## src/rtl/nor_cmd_pkg.sv

```systemverilog
package nor_cmd_pkg;

  localparam int CMD_AW = 11;

  localparam logic [CMD_AW-1:0] ADR_KEY_A = 11'h555;
  localparam logic [CMD_AW-1:0] ADR_KEY_B = 11'h2AA;

  localparam logic [7:0] BYTE_KEY_A   = 8'hAA;
  localparam logic [7:0] BYTE_KEY_B   = 8'h55;
  localparam logic [7:0] BYTE_PROG    = 8'hA0;
  localparam logic [7:0] BYTE_ERASE   = 8'h80;
  localparam logic [7:0] BYTE_SECTOR  = 8'h50;
  localparam logic [7:0] BYTE_BLOCK   = 8'h30;
  localparam logic [7:0] BYTE_CHIP    = 8'h10;
  localparam logic [7:0] BYTE_SUSPEND = 8'hB0;
  localparam logic [7:0] BYTE_RESUME  = 8'h30;

  localparam int POLL_BIT   = 7;
  localparam int TOGGLE_BIT = 6;

  typedef enum logic [2:0] {
    OP_NONE,
    OP_PROG,
    OP_SECT,
    OP_BLK,
    OP_CHIP
  } op_e;

  typedef enum logic [2:0] {
    SQ_IDLE,
    SQ_KEY1,
    SQ_KEY2,
    SQ_PDATA,
    SQ_EKEY0,
    SQ_EKEY1,
    SQ_EKEY2
  } seq_e;

endpackage

```

## src/rtl/nor_cmd_decode.sv

```systemverilog
module nor_cmd_decode
  import nor_cmd_pkg::*;
#(
  parameter int ADDR_W = 22,
  parameter int DATA_W = 16
) (
  input  logic              clk,
  input  logic              rst_n,
  input  logic              hw_rst_n,
  input  logic              wr_ev,
  input  logic [ADDR_W-1:0] wr_addr,
  input  logic [DATA_W-1:0] wr_data,
  input  logic              engine_busy,
  output logic              launch,
  output op_e               launch_op,
  output logic [ADDR_W-1:0] launch_addr,
  output logic [DATA_W-1:0] launch_data
);

  seq_e state, nxt;
  logic [CMD_AW-1:0] lo;
  logic [7:0]        cb;
  logic              at_a, at_b;

  assign lo   = wr_addr[CMD_AW-1:0];
  assign cb   = wr_data[7:0];
  assign at_a = (lo == ADR_KEY_A);
  assign at_b = (lo == ADR_KEY_B);

  assign launch_addr = wr_addr;
  assign launch_data = wr_data;

  always_comb begin
    nxt       = state;
    launch    = 1'b0;
    launch_op = OP_NONE;
    if (wr_ev && !engine_busy) begin
      nxt = SQ_IDLE;
      unique case (state)
        SQ_IDLE:  if (at_a && cb == BYTE_KEY_A) nxt = SQ_KEY1;
        SQ_KEY1:  if (at_b && cb == BYTE_KEY_B) nxt = SQ_KEY2;
        SQ_KEY2: begin
          if (at_a && cb == BYTE_PROG)       nxt = SQ_PDATA;
          else if (at_a && cb == BYTE_ERASE) nxt = SQ_EKEY0;
        end
        SQ_PDATA: begin
          launch    = 1'b1;
          launch_op = OP_PROG;
        end
        SQ_EKEY0: if (at_a && cb == BYTE_KEY_A) nxt = SQ_EKEY1;
        SQ_EKEY1: if (at_b && cb == BYTE_KEY_B) nxt = SQ_EKEY2;
        SQ_EKEY2: begin
          if (cb == BYTE_SECTOR) begin
            launch    = 1'b1;
            launch_op = OP_SECT;
          end else if (cb == BYTE_BLOCK) begin
            launch    = 1'b1;
            launch_op = OP_BLK;
          end else if (at_a && cb == BYTE_CHIP) begin
            launch    = 1'b1;
            launch_op = OP_CHIP;
          end
        end
        default: nxt = SQ_IDLE;
      endcase
    end
  end

  always_ff @(posedge clk or negedge rst_n) begin
    if (!rst_n)         state <= SQ_IDLE;
    else if (!hw_rst_n) state <= SQ_IDLE;
    else                state <= nxt;
  end

  // the device reset pin always leaves the decoder in read mode
  assert_idle_after_hwrst_R10: assert property (@(posedge clk) disable iff (!rst_n)
    !hw_rst_n |=> (state == SQ_IDLE));

endmodule

```

## src/rtl/nor_op_engine.sv

```systemverilog
module nor_op_engine
  import nor_cmd_pkg::*;
#(
  parameter int ADDR_W    = 22,
  parameter int DATA_W    = 16,
  parameter int BLOCK_AW  = 15,
  parameter bit TOP_BOOT  = 1'b1,
  parameter int PROG_CYC  = 8,
  parameter int ERASE_CYC = 24
) (
  input  logic              clk,
  input  logic              rst_n,
  input  logic              hw_rst_n,
  input  logic              wp_n,
  input  logic              launch,
  input  op_e               launch_op,
  input  logic [ADDR_W-1:0] launch_addr,
  input  logic [DATA_W-1:0] launch_data,
  input  logic              wr_ev,
  input  logic [7:0]        wr_byte,
  input  logic              rd_ev,
  output logic              busy,
  output logic              show_status,
  output logic [DATA_W-1:0] status_word,
  output logic              commit,
  output op_e               commit_op,
  output logic [ADDR_W-1:0] commit_addr,
  output logic [DATA_W-1:0] commit_data,
  output logic              commit_keep_boot
);

  localparam int BLK_W   = ADDR_W - BLOCK_AW;
  localparam int CNT_MAX = (PROG_CYC > ERASE_CYC) ? PROG_CYC : ERASE_CYC;
  localparam int CNT_W   = $clog2(CNT_MAX + 1);
  localparam logic [BLK_W-1:0] BOOT_BLK = TOP_BOOT ? {BLK_W{1'b1}} : {BLK_W{1'b0}};

  op_e               op_q;
  logic [ADDR_W-1:0] addr_q;
  logic [DATA_W-1:0] data_q;
  logic              keep_q;
  logic              susp;
  logic              tgl;
  logic [CNT_W-1:0]  cnt;
  logic              is_erase, prot, susp_req, res_req;

  assign is_erase = (op_q == OP_SECT) || (op_q == OP_BLK) || (op_q == OP_CHIP);
  assign prot     = !wp_n && (launch_op != OP_CHIP) &&
                    (launch_addr[ADDR_W-1:BLOCK_AW] == BOOT_BLK);
  assign susp_req = busy && !susp && is_erase && wr_ev && (wr_byte == BYTE_SUSPEND);
  assign res_req  = busy && susp && wr_ev && (wr_byte == BYTE_RESUME);
  assign commit   = busy && !susp && !susp_req && (cnt == CNT_W'(1));

  assign show_status      = busy && !susp;
  assign commit_op        = op_q;
  assign commit_addr      = addr_q;
  assign commit_data      = data_q;
  assign commit_keep_boot = keep_q;

  always_comb begin
    status_word             = '0;
    status_word[POLL_BIT]   = (op_q == OP_PROG) ? ~data_q[7] : 1'b0;
    status_word[TOGGLE_BIT] = tgl;
  end

  always_ff @(posedge clk or negedge rst_n) begin
    if (!rst_n) begin
      busy   <= 1'b0;
      susp   <= 1'b0;
      op_q   <= OP_NONE;
      addr_q <= '0;
      data_q <= '0;
      keep_q <= 1'b0;
      cnt    <= '0;
    end else if (!hw_rst_n) begin
      busy <= 1'b0;
      susp <= 1'b0;
    end else if (launch && !prot) begin
      busy   <= 1'b1;
      susp   <= 1'b0;
      op_q   <= launch_op;
      addr_q <= launch_addr;
      data_q <= launch_data;
      keep_q <= !wp_n;
      cnt    <= (launch_op == OP_PROG) ? CNT_W'(PROG_CYC) : CNT_W'(ERASE_CYC);
    end else if (commit) begin
      busy <= 1'b0;
    end else if (susp_req) begin
      susp <= 1'b1;
    end else if (res_req) begin
      susp <= 1'b0;
    end else if (busy && !susp) begin
      cnt <= cnt - CNT_W'(1);
    end
  end

  always_ff @(posedge clk or negedge rst_n) begin
    if (!rst_n)                    tgl <= 1'b0;
    else if (rd_ev && show_status) tgl <= ~tgl;
  end

  // a protected launch never opens a busy phase
  assert_reject_protected_R5: assert property (@(posedge clk) disable iff (!rst_n)
    (launch && prot && !busy) |=> !busy);

  // the decoder never launches while an operation is running
  assert_no_launch_busy_R8: assert property (@(posedge clk) disable iff (!rst_n)
    launch |-> !busy);

  // every new read during status flips the toggle bit
  assert_toggle_flip_R7: assert property (@(posedge clk) disable iff (!rst_n)
    (rd_ev && show_status) |=> (tgl != $past(tgl)));

  // only an erase can be in the suspended state
  assert_susp_erase_only_R9: assert property (@(posedge clk) disable iff (!rst_n)
    susp |-> (busy && is_erase));

  // a running countdown stays within its loaded range
  assert_cnt_range_R6: assert property (@(posedge clk) disable iff (!rst_n)
    busy |-> (cnt != '0 && cnt <= CNT_W'(CNT_MAX)));

endmodule

```

## src/rtl/nor_sparse_array.sv

```systemverilog
module nor_sparse_array
  import nor_cmd_pkg::*;
#(
  parameter int ADDR_W    = 22,
  parameter int DATA_W    = 16,
  parameter int SECTOR_AW = 11,
  parameter int BLOCK_AW  = 15,
  parameter bit TOP_BOOT  = 1'b1,
  parameter int ENTRIES   = 16
) (
  input  logic              clk,
  input  logic              rst_n,
  input  logic [ADDR_W-1:0] rd_addr,
  output logic [DATA_W-1:0] rd_data,
  input  logic              commit,
  input  op_e               c_op,
  input  logic [ADDR_W-1:0] c_addr,
  input  logic [DATA_W-1:0] c_data,
  input  logic              c_keep_boot
);

  localparam int BLK_W = ADDR_W - BLOCK_AW;
  localparam logic [BLK_W-1:0] BOOT_BLK = TOP_BOOT ? {BLK_W{1'b1}} : {BLK_W{1'b0}};

  logic [ENTRIES-1:0] vld, rd_hit, wr_hit, kill, alloc;
  logic [ADDR_W-1:0]  tag [ENTRIES];
  logic [DATA_W-1:0]  dat [ENTRIES];

  for (genvar i = 0; i < ENTRIES; i++) begin : g_ent
    logic sec_eq, blk_eq, in_boot;
    assign sec_eq  = tag[i][ADDR_W-1:SECTOR_AW] == c_addr[ADDR_W-1:SECTOR_AW];
    assign blk_eq  = tag[i][ADDR_W-1:BLOCK_AW] == c_addr[ADDR_W-1:BLOCK_AW];
    assign in_boot = tag[i][ADDR_W-1:BLOCK_AW] == BOOT_BLK;
    assign rd_hit[i] = vld[i] && (tag[i] == rd_addr);
    assign wr_hit[i] = vld[i] && (tag[i] == c_addr);
    assign kill[i]   = vld[i] && (((c_op == OP_SECT) && sec_eq) ||
                                  ((c_op == OP_BLK)  && blk_eq) ||
                                  ((c_op == OP_CHIP) && !(c_keep_boot && in_boot)));
  end

  always_comb begin
    logic found;
    alloc = '0;
    found = 1'b0;
    for (int i = 0; i < ENTRIES; i++) begin
      if (!vld[i] && !found) begin
        alloc[i] = 1'b1;
        found    = 1'b1;
      end
    end
  end

  always_comb begin
    rd_data = '1;
    for (int i = 0; i < ENTRIES; i++) begin
      if (rd_hit[i]) rd_data = dat[i];
    end
  end

  always_ff @(posedge clk or negedge rst_n) begin
    if (!rst_n) begin
      vld <= '0;
    end else if (commit) begin
      for (int i = 0; i < ENTRIES; i++) begin
        if (c_op == OP_PROG) begin
          if (wr_hit[i]) begin
            dat[i] <= dat[i] & c_data;
          end else if ((wr_hit == '0) && alloc[i]) begin
            vld[i] <= 1'b1;
            tag[i] <= c_addr;
            dat[i] <= c_data;
          end
        end else if (kill[i]) begin
          vld[i] <= 1'b0;
        end
      end
    end
  end

  // one address is never held by two entries
  assert_single_hit_R2: assert property (@(posedge clk) disable iff (!rst_n)
    $onehot0(rd_hit));

endmodule

```

## src/rtl/nor_cmd_seq.sv

```systemverilog
module nor_cmd_seq
  import nor_cmd_pkg::*;
#(
  parameter int ADDR_W    = 22,
  parameter int DATA_W    = 16,
  parameter int SECTOR_AW = 11,
  parameter int BLOCK_AW  = 15,
  parameter bit TOP_BOOT  = 1'b1,
  parameter int ENTRIES   = 16,
  parameter int PROG_CYC  = 8,
  parameter int ERASE_CYC = 24
) (
  input  logic              clk,
  input  logic              rst_n,
  input  logic              hw_rst_n,
  input  logic              ce_n,
  input  logic              we_n,
  input  logic              oe_n,
  input  logic              wp_n,
  input  logic [ADDR_W-1:0] addr,
  input  logic [DATA_W-1:0] wdata,
  output logic [DATA_W-1:0] rdata,
  output logic              rdata_oe
);

  logic we_q, oe_q, wr_ev, rd_ev;
  logic launch, busy, show_status, commit, keep_boot;
  op_e  launch_op, commit_op;
  logic [ADDR_W-1:0] launch_addr, commit_addr;
  logic [DATA_W-1:0] launch_data, commit_data, status_word, arr_data;

  always_ff @(posedge clk or negedge rst_n) begin
    if (!rst_n) begin
      we_q <= 1'b1;
      oe_q <= 1'b1;
    end else begin
      we_q <= we_n;
      oe_q <= oe_n;
    end
  end

  assign wr_ev = hw_rst_n && !ce_n && !we_n && we_q;
  assign rd_ev = !ce_n && !oe_n && oe_q;

  nor_cmd_decode #(.ADDR_W(ADDR_W), .DATA_W(DATA_W)) u_dec (
    .clk(clk), .rst_n(rst_n), .hw_rst_n(hw_rst_n),
    .wr_ev(wr_ev), .wr_addr(addr), .wr_data(wdata), .engine_busy(busy),
    .launch(launch), .launch_op(launch_op),
    .launch_addr(launch_addr), .launch_data(launch_data)
  );

  nor_op_engine #(
    .ADDR_W(ADDR_W), .DATA_W(DATA_W), .BLOCK_AW(BLOCK_AW), .TOP_BOOT(TOP_BOOT),
    .PROG_CYC(PROG_CYC), .ERASE_CYC(ERASE_CYC)
  ) u_eng (
    .clk(clk), .rst_n(rst_n), .hw_rst_n(hw_rst_n), .wp_n(wp_n),
    .launch(launch), .launch_op(launch_op),
    .launch_addr(launch_addr), .launch_data(launch_data),
    .wr_ev(wr_ev), .wr_byte(wdata[7:0]), .rd_ev(rd_ev),
    .busy(busy), .show_status(show_status), .status_word(status_word),
    .commit(commit), .commit_op(commit_op), .commit_addr(commit_addr),
    .commit_data(commit_data), .commit_keep_boot(keep_boot)
  );

  nor_sparse_array #(
    .ADDR_W(ADDR_W), .DATA_W(DATA_W), .SECTOR_AW(SECTOR_AW),
    .BLOCK_AW(BLOCK_AW), .TOP_BOOT(TOP_BOOT), .ENTRIES(ENTRIES)
  ) u_arr (
    .clk(clk), .rst_n(rst_n), .rd_addr(addr), .rd_data(arr_data),
    .commit(commit), .c_op(commit_op), .c_addr(commit_addr),
    .c_data(commit_data), .c_keep_boot(keep_boot)
  );

  assign rdata_oe = !ce_n && !oe_n;
  assign rdata    = rdata_oe ? (show_status ? status_word : arr_data) : '0;

  // the read bus is quiet while either enable is high
  assert_quiet_bus_R11: assert property (@(posedge clk) disable iff (!rst_n)
    !rdata_oe |-> (rdata == '0));

endmodule

```

## config.mk

```make
export PLATFORM = sky130hd
export DESIGN_NAME = nor_cmd_seq
export DESIGN_NICKNAME = d
export VERILOG_FILES = /design/src/rtl/nor_cmd_pkg.sv /design/src/rtl/nor_cmd_decode.sv /design/src/rtl/nor_op_engine.sv /design/src/rtl/nor_sparse_array.sv /design/src/rtl/nor_cmd_seq.sv
export SDC_FILE = /design/constraint.sdc
export NUM_CORES = 1
export LEC_CHECK = 0
export ABC_AREA = 1
export BUFFER_PORTS_ARGS = -buffer_cell sky130_fd_sc_hd__buf_2
export CORE_ASPECT_RATIO = 1.4
export CORE_MARGIN = 2
export CORE_UTILIZATION = 30
export DETAILED_ROUTE_END_ITERATION = 16
export PLACE_DENSITY_LB_ADDON = 0.2
export SYNTH_ARGS = -nofsm -noshare
export SYNTH_HDL_FRONTEND = slang
export SYNTH_SLANG_ARGS = --single-unit
export TNS_END_PERCENT = 10
```

## constraint.sdc

```tcl
create_clock -name clk -period 4.7 [get_ports clk]
set_clock_uncertainty 0.05 [all_clocks]
set_input_delay 0.235 -clock clk [delete_from_list [all_inputs] [get_ports clk]]
set_output_delay 0.235 -clock clk [all_outputs]
set_load 0.1 [all_outputs]
```

======== Word-level counts from Yosys, hierarchy flattened ========
Memories as Yosys holds them, arrays and structs flattened.
Cells that the tools add are included.
operators by class
  $add $sub $neg .......................... 1
  bitwise operators ....................... 34
  multiplexer cells ....................... 351
  eq/ne operators ......................... 143
  reductions and logical operators ........ 339
operator list
  operator                                             count
  equality test 22 bit                                 32
  two-way mux 16 bit                                   34
  two-way mux 22 bit                                   15
  OR reduction 22 bit                                  15
  two-way mux 1 bit                                    267
  bitwise AND 16 bit                                   16
  logical AND 1 bit                                    199
  equality test 11 bit                                 16
  equality test 7 bit, second input constant           17
  equality test 7 bit                                  16
  inequality test 2 bit, second input constant         34
  AND reduction 4 bit                                  16
  two-way mux 4 bit                                    15
  logical NOT 1 bit                                    53
  logical OR 1 bit                                     34
  nonzero test 2 bit                                   17
  equality test 8 bit, second input constant           4
  two-way mux 3 bit                                    10
  two-way mux 5 bit                                    6
  equality test 8 x 7 -> 1 bit, second input constant  2
  logical NOT 16 bit                                   1
  OR 1 bit                                             16
  one-hot mux 3 bit (5 select lines)                   1
  equality test 3 x 2 -> 1 bit, second input constant  4
  20 further kinds                                     28
storage, ports and cells
  logic and storage cells ................. 897
  input port bits ......................... 45
  memories ................................ 2
  RAM bits ................................ 608
  flip-flop bits (word level) ............. 71
  output and inout port bits .............. 17
memories
  memory     words  width  read ports  clocked after Yosys merged registers in  write ports  line                    text
  u_arr.tag  16     22     16          0                                        1            nor_sparse_array.sv:26  logic [ADDR_W-1:0] tag [ENTRIES];
  u_arr.dat  16     16     16          0                                        16           nor_sparse_array.sv:27  logic [DATA_W-1:0] dat [ENTRIES];

======== Logic depth before layout (Yosys ltp) ========
Gate-level depths: netlist (run 1).
  word-level depth ........................ 54
  gate-level depth with buffers ........... 33
  mapped depth without buffers ............ 31

======== By module ========
A second synthesis (run 1) with hierarchy kept.
unflattened totals
  cell total of the unflattened synthesis .. 4,090
  area, all modules ....................... 38,111.6 um^2
by module, submodules not included
  module            times used  sequential area each (um^2)  cells each  area an instance (um^2)
  nor_sparse_array  1           18,657.9                     3,587       34,551.9
  nor_op_engine     1           1,251.2                      281         2,352.3
  nor_cmd_decode    1           75.1                         132         773.2
  nor_cmd_seq       1           52.6                         90          434.2

======== Least setup slack after synthesis (run 1) ========
Ideal clock, no wire load.
  path kind ............................... reg-to-output
  from .................................... memory u_arr.tag[2][18]
  to ...................................... output port rdata[10]
  path buffers ............................ 1
  data required time ...................... 4.415 ns
  path slack .............................. 0.675 ns
  stages on the path, launching flop included .. 28
  data arrival time ....................... 3.740 ns
  cells stage by stage .................... edfxtp_1 > or2_2 > a21oi_1 > nand2_1 > nor2_1 > inv_1 > nor2_4 > buf_4 > a21oi_1 > nand2_1 > o21ai_1 > nand2_1 > nand2_1 > nand2_1 > nand2_1 > nand2_1 > nand2_1 > nand2_1 > nand2_1 > nand2_1 > nand2_1 > nand2_1 > nand2_1 > nand2_1 > nand2_1 > nand2_1 > nand2_1 > a21oi_1
RTL lines
  what         line                    text
  from (decl)  nor_sparse_array.sv:26
  to (decl)    nor_cmd_seq.sv:22       output logic [DATA_W-1:0] rdata,

======== Worst setup path after layout (run 1) ========
  from .................................... register u_arr.vld[4]
  to ...................................... output port rdata[13]
on the way
  longest elaborated chain between the ends .. 15
RTL lines
  what                               line                    text
  from (decl)                        nor_sparse_array.sv:25  logic [ENTRIES-1:0] vld, rd_hit, wr_hit, kill, alloc;
  from (signal assigned)             nor_sparse_array.sv:62  vld <= '0;
  from (signal, indexed assignment)  nor_sparse_array.sv:69  vld[i] <= 1'b1;
  from (signal, indexed assignment)  nor_sparse_array.sv:74  vld[i] <= 1'b0;
  logical AND 1 bit                  nor_sparse_array.sv:34  assign rd_hit[i] = vld[i] && (tag[i] == rd_addr);
  two-way mux 16 bit (12 in series)  nor_sparse_array.sv:56  if (rd_hit[i]) rd_data = dat[i];
  two-way mux 16 bit (2 in series)   nor_cmd_seq.sv:75       assign rdata = rdata_oe ? (show_status ? status_word : arr_data) : '0;
No other way between the ends.

==> flow_metrics.py, run 1 <==
metrics = {
    "run_status": {
        "status": "complete, no violations",
    },
    "critical_path": {
        "r2r_slack_ns": 0.41,
        "regToRegEndpoint": "u_arr.tag[15][21]",
        "end_kind": "output pin",
        "crit_type": "register to output pin",
        "required_ns": 4.41,
        "cpMostUsedCell": "nand2_1",
        "timing.rr.start": "u_eng.commit_addr[5]",
        "critPathMaxStageDelay_ns": 0.48,
        "reg2reg_depth": 14,
        "start_kind": "register",
        "slowest_stage": "dfrtp_1",
        "arrival_ns": 4.22,
        "cp_max_fo": 10,
    },
    "power": {
        "power_density_nw_per_um2": 309,
        "power.leakage_nw": 17.4,
        "power.total_mw": 13.4,
        "irDropWorstVdd_v": 0.000265,
    },
    "place": {
        "gp_congestion": 0.979,
        "place_area_um2": 40500,
        "dp_worst_setup_slack_ns": 0.331,
        "hpwl_mm": 115,
        "io_buffers": 61,
    },
    "layout": {
        "multi_input_area_um2": 14500,
        "drive_above_1_share_pct": 13.6,
        "fillers": 12400,
        "finalInstanceArea_um2": 43300,
        "seqCellArea_um2": 20100,
        "areaGrowthSynthToFinish_pct": 17.6,
        "nNetsFinal": 4007,
    },
    "synth": {
        "syn_inst": 3752,
        "synthesis.area_um2": 36800,
        "yosysUniqueCellTypes": 62,
        "synthArstFlopShare_pct": 10.5,
        "synth.net_count": 3799,
        "syn_area_per_cell_um2": 9.82,
        "ys_ff_latch": 679,
        "synth-edff-count": 608,
        "synth_flop_cell": "edfxtp_1",
        "ys_seq_area_share_pct": 54.4,
        "ys_warn_count": 0,
    },
    "routing": {
        "vias_per_cell": 5.39,
        "ant_nets": 0,
        "drt_first_pass_iters": 6,
        "drtIter0Drc": 3137,
        "num_vias": 30400,
        "wl_per_cell_um": 28.8,
        "routed_wl_mm": 163,
        "drc": 0,
    },
    "sta": {
        "fin_ws_ns": 0.200,
        "worst_pin_slew_ns": 1.21,
        "post-route-min-period_ns": 4.50,
        "grt_setup_unrepaired": "false",
        "relSlewSlack_pct": 19.0,
        "setup_viol": 0,
        "finalHoldViolCount": 0,
        "finalCritPeriodShare_pct": 95.7,
        "slew_violations": 0,
        "fmax_mhz": 222,
        "hold_slack_ns": 0.114,
        "fin_setup_tns_ns": 0,
    },
    "cts": {
        "clkLatencyLatePin_ns": 0.70,
        "clockBufferDepth": 3,
        "clk_pin_slew_ns": 0.06,
        "htreeDepth": 3,
        "cts_buffers": 78,
        "cts_tree": "built",
        "clock_tree.root_cell": "clkbuf_16",
        "clkSinkCount": 679,
    },
    "floorplan": {
        "initial_core_util_pct": 30.1,
        "design.core.area_um2": 122000,
        "dieHeight_um": 419,
        "die_w_um": 300,
        "die_area_um2": 126000,
        "rows": 152,
        "io_pins": 62,
    },
    "worst_hold_path": {
        "hold_start": "addr[4]",
        "min_to": "u_eng.commit_addr[4]",
        "hold_depth": 3,
        "hold_path.class": "input port to register",
    },
    "global_route": {
        "antenna_found_initial": 1,
        "grt_max_degree": 67,
        "grt_pass1_wl_mm": 226,
        "overflow": 0,
        "grtUsageTotal_pct": 25.5,
        "grt_pass1_vias": 30100,
    },
    "flow_run": {
        "maxCapViolations": 0,
    },
}
[worst max-delay path: cells and delay by family, from the launching register on]
family	cells	cell delay [ns]
buf+inv	4	1.04
flops	1	0.48
compound gates	3	0.43
simple gates	18	1.55
[metal layers]
metal	track usage, %	vias up	share of wire, %
met4	17.3	0	7.9
li1	-	13500	-
met2	44.8	1348	49
met1	28.3	15100	37
met5	0	-	0
met3	4.10	480	6.2
[layout by cell type (no fill, tap or decap), types with 12 or more instances in the layout]
master           n
a21oi_1        241
nand2_1        802
nand4_1         81
o211ai_1        27
a221oi_1        22
clkbuf_1        17
nor3_1          28
nand3_1         74
buf_12          43
dlygate4sd3_1   22
o21ai_0        171
o2111ai_1       24
xor2_1         186
nor4_1          60
o21ai_1         17
o22ai_1         95
a211oi_1        12
clkinv_1        20
inv_2           29
clkbuf_16       79
buf_4          217
buf_2           44
inv_1          301
o21a_1         174
xnor2_1        179
edfxtp_1       608
dfrtp_1         52
nor2_1         186
dfrtp_2         17
or2_2           15
[power breakdown]
part	switching [mW]	total, mW	internal (mW)
Sequential	0.00965	6.51	6.50
Combinational	0.472	0.675	0.203
Clock	2.70	6.21	3.51
[Yosys cell counts (all sizes together), types with 3 or more instances]
cell type  instances  share of area (%)
o221ai             4              0.095
and3               9               0.15
a21oi            256                3.7
edfxtp           608                 50
a21boi             3              0.061
dfrtp             69                4.7
o22ai             96                1.6
buf              146                2.7
nor4              61                1.1
or2               19               0.32
a22o               9               0.21
o2111ai           24               0.57
o21a             174                3.5
xor2             186                4.4
o211ai            27               0.55
clkinv             8              0.082
nor2             201                2.2
o31ai             14               0.29
nor3b              6               0.12
nand3             81                1.2
a221oi            22               0.52
a2111oi            7               0.17
nor3              31               0.43
nor4b              6               0.16
inv              333                3.4
a31oi              8               0.14
o21ai            188                2.6
nand3b             4              0.082
nand2            809                8.3
nand4             87                1.6
a211oi            12               0.24
xnor2            179                4.3
clkbuf            52               0.53
[worst max path at each step]
| stage | from | end | slack [ns] | depth (start not counted) |
|---|---|---|---|---|
| after floorplan | u_arr.tag[2][18] | rdata[10] | 0.67 | 27 |
| after global placement | addr[18] | rdata[6] | 0.32 | 30 |
| after detailed placement | addr[17] | rdata[2] | 0.33 | 30 |
| after CTS | u_arr.tag[2][18] | rdata[1] | 0.11 | 27 |
| after global routing | u_arr.tag[2][17] | rdata[5] | 0.002 | 29 |
| final | u_arr.vld[4] | rdata[13] | 0.20 | 25 |
[flip-flops by register name, summed over array words and instances, names as in the netlist]
signal	flops
u_eng.tgl	1
u_eng.commit_op	3
u_arr.vld	16
u_eng.commit_keep_boot	1
we_q	1
u_eng.susp	1
oe_q	1
u_arr.dat	256
u_eng.commit_data	16
u_eng.busy	1
u_eng.cnt	5
u_arr.tag	352
u_eng.commit_addr	22
u_dec.state	3
[repair_timing]
action,4_1_cts,5_1_grt
buffers inserted,4,1
pin swaps,1,1
cloned,0,0
endpoints found under the setup margin,4,16
hold buffers,22,0
gates resized for setup,1,10
endpoints found under the hold margin,65,0
[logic make-up after synthesis]
group / Yosys count / share of synthesized area [%]
XOR/XNOR: 365 / 8.68
flip-flops: 679 / 54.4
AND/OR/NAND/NOR: 1318 / 15.7
adder cells (fa/ha/maj): 2 / 0.0679
AO/OA/AOI/OAI: 849 / 14.4
buffers and inverters: 539 / 6.75
[per-stage QoR]
stage | instances | utilization [%]
2_1_floorplan | 3752 | -
3_5_place_dp | 5470 | 33.1
3_3_place_gp | 5470 | 33.1
6_report | 5638 | 35.4
4_1_cts | 5636 | 35.4
5_1_grt | 5637 | 35.4
[final cells by class]
cell class / count / share of cell area (%)
inverter: 341 / 2.98
clock buffer: 104 / 4.97
antenna: 1 / 0.00578
tap: 1617 / 4.67
sequential: 679 / 46.3
multi-input combinational: 2534 / 33.4
timing repair buffer: 326 / 6.77
clock inverter: 36 / 0.869
(Power assumes the default switching activity.)
==> run 2: changes to the inputs <==
--- a/config.mk
+++ b/config.mk
@@ -8,7 +8,7 @@
 export ABC_AREA = 1
 export BUFFER_PORTS_ARGS = -buffer_cell sky130_fd_sc_hd__buf_2
 export CORE_ASPECT_RATIO = 1.4
-export CORE_MARGIN = 2
+export CORE_MARGIN = 3
 export CORE_UTILIZATION = 30
 export DETAILED_ROUTE_END_ITERATION = 16
 export PLACE_DENSITY_LB_ADDON = 0.2
==> flow_metrics.py, run 2 (synthesis gave the netlist of run 1 again) <==
metrics = {
    "run_status": {
        "status": "complete, no violations",
    },
    "sta": {
        "worst_pin_slew_ns": 1.29,
        "fmax_mhz": 219,
        "setup_viol": 0,
        "fin_setup_tns_ns": 0,
        "hold_slack_ns": 0.0861,
        "post-route-min-period_ns": 4.56,
        "relSlewSlack_pct": 14.0,
        "fin_ws_ns": 0.136,
        "finalCritPeriodShare_pct": 97.1,
        "slew_violations": 0,
        "finalHoldViolCount": 0,
        "grt_setup_unrepaired": "true",
    },
    "layout": {
        "regMostFlops": "u_arr.tag",
        "nNetsFinal": 3973,
        "final_common_cell": "nand2_1",
        "areaGrowthSynthToFinish_pct": 16.9,
        "layout_common_cells": "800 x nand2_1, 608 x edfxtp_1, 302 x inv_1",
        "largest_register_ffs": 352,
        "seqCellArea_um2": 20100,
        "fillers": 12300,
        "finalInstanceArea_um2": 43100,
        "drive_above_1_share_pct": 12.9,
        "multi_input_area_um2": 14500,
    },
    "place": {
        "hpwl_mm": 110,
        "place_area_um2": 40200,
        "gp_congestion": 0.967,
        "dp_worst_setup_slack_ns": 0.288,
        "io_buffers": 61,
    },
    "power": {
        "irDropWorstVdd_v": 0.000279,
        "power_density_nw_per_um2": 311,
        "power.leakage_nw": 17.3,
    },
    "critical_path": {
        "slowest_stage": "a2111oi_0",
        "start_kind": "register",
        "cp_max_fo": 22,
        "cpMostUsedCell": "buf_4",
        "arrival_ns": 4.88,
        "r2r_slack_ns": 0.14,
        "path_cells": "inv_2 > o21ai_0 > a21oi_1 > o2111ai_1 > a2111oi_0 > nand3_1 > nand4_1 > nor4_4 > nand2_2 > buf_4 > nor2_1 > nand2_1 > inv_1 > buf_4",
        "critPathMaxStageDelay_ns": 0.72,
        "end_kind": "register",
        "reg2reg_depth": 14,
        "required_ns": 5.02,
        "timing.rr.start": "u_eng.commit_addr[4]",
        "crit_type": "register to register",
        "regToRegEndpoint": "u_arr.tag[13][10]",
    },
    "cts": {
        "clk_pin_slew_ns": 0.06,
        "cts_buffers": 78,
        "cts_tree": "built",
        "clkSinkCount": 679,
        "htreeDepth": 3,
        "clock_tree.root_cell": "clkbuf_16",
        "clkLatencyLatePin_ns": 0.69,
        "clockBufferDepth": 3,
    },
    "worst_hold_path": {
        "min_to": "u_eng.commit_addr[20]",
        "hold_depth": 3,
        "hold_path.class": "input port to register",
        "hold_start": "addr[20]",
    },
    "floorplan": {
        "design.core.area_um2": 121000,
        "io_pins": 62,
        "dieHeight_um": 421,
        "die_w_um": 302,
        "die_area_um2": 127000,
        "initial_core_util_pct": 30.3,
        "rows": 151,
    },
    "flow_run": {
        "maxCapViolations": 0,
    },
    "routing": {
        "routed_wl_mm": 159,
        "drtIter0Drc": 2664,
        "wl_per_cell_um": 28.4,
        "drc": 0,
        "vias_per_cell": 5.38,
        "drt_first_pass_iters": 6,
        "num_vias": 30100,
        "ant_nets": 0,
    },
    "global_route": {
        "grtUsageTotal_pct": 24.6,
        "grt_max_degree": 40,
        "grt_pass1_wl_mm": 222,
        "grt_pass1_vias": 29600,
        "antenna_found_initial": 1,
        "overflow": 0,
    },
}
## run 2: critical path, delay by kind of cell, from the launching register on
kind | cells | cell delay, ns
simple gates | 6 | 1.49
compound gates | 4 | 1.16
flops | 1 | 0.39
buf+inv | 4 | 1.12
## run 2: final cells by class
cell class | instances | area share (%)
inverter | 341 | 2.99
multi-input combinational | 2534 | 33.6
timing repair buffer | 292 | 6.21
sequential | 679 | 46.6
tap | 1606 | 4.66
clock buffer | 99 | 4.83
antenna | 2 | 0.0116
clock inverter | 46 | 1.14
## run 2: layer usage
layer  global-route usage [%]  up-vias  part of all wire, %
li1                         -    13400                    -
met1                     28.2    15000                   38
met2                     42.3     1267                   49
met3                     4.54      444                  6.6
met4                     15.4        0                  7.1
met5                        0        -                    0
## run 2: how the worst max path moves through the flow
stage / start / end
detailed placement: u_eng.commit_addr[4] / u_arr.dat[1][127]
floorplan: u_arr.tag[2][18] / rdata[10]
finish: u_eng.commit_addr[4] / u_arr.tag[13][10]
global placement: u_eng.commit_addr[4] / u_arr.dat[1][116]
global route: u_arr.tag[2][18] / rdata[13]
CTS: u_arr.tag[2][18] / rdata[13]
## run 2: through the flow
step	utilization, %	instances	power, mW
6_report	35.5	5599	13.4
5_1_grt	35.5	5597	13.8
4_1_cts	35.4	5597	13.5
3_5_place_dp	33.1	5425	7.27
3_3_place_gp	33.1	5425	7.27
2_1_floorplan	-	3752	6.95
## run 2: where the power goes
part / total, mW / internal (mW) / leakage, nW / switching (mW)
Clock: 6.25 / 3.51 / 1.23 / 2.74
Combinational: 0.668 / 0.197 / 8.96 / 0.470
Sequential: 6.50 / 6.50 / 7.06 / 0.00899
## run 2: what timing repair did
item,CTS,global route
hold buffers,25,0
setup buffers,2,0
gates resized for setup,0,10
gates cloned,0,0
endpoints found under the setup margin,1,16
endpoints found under the hold margin,60,0
pin swaps,1,2
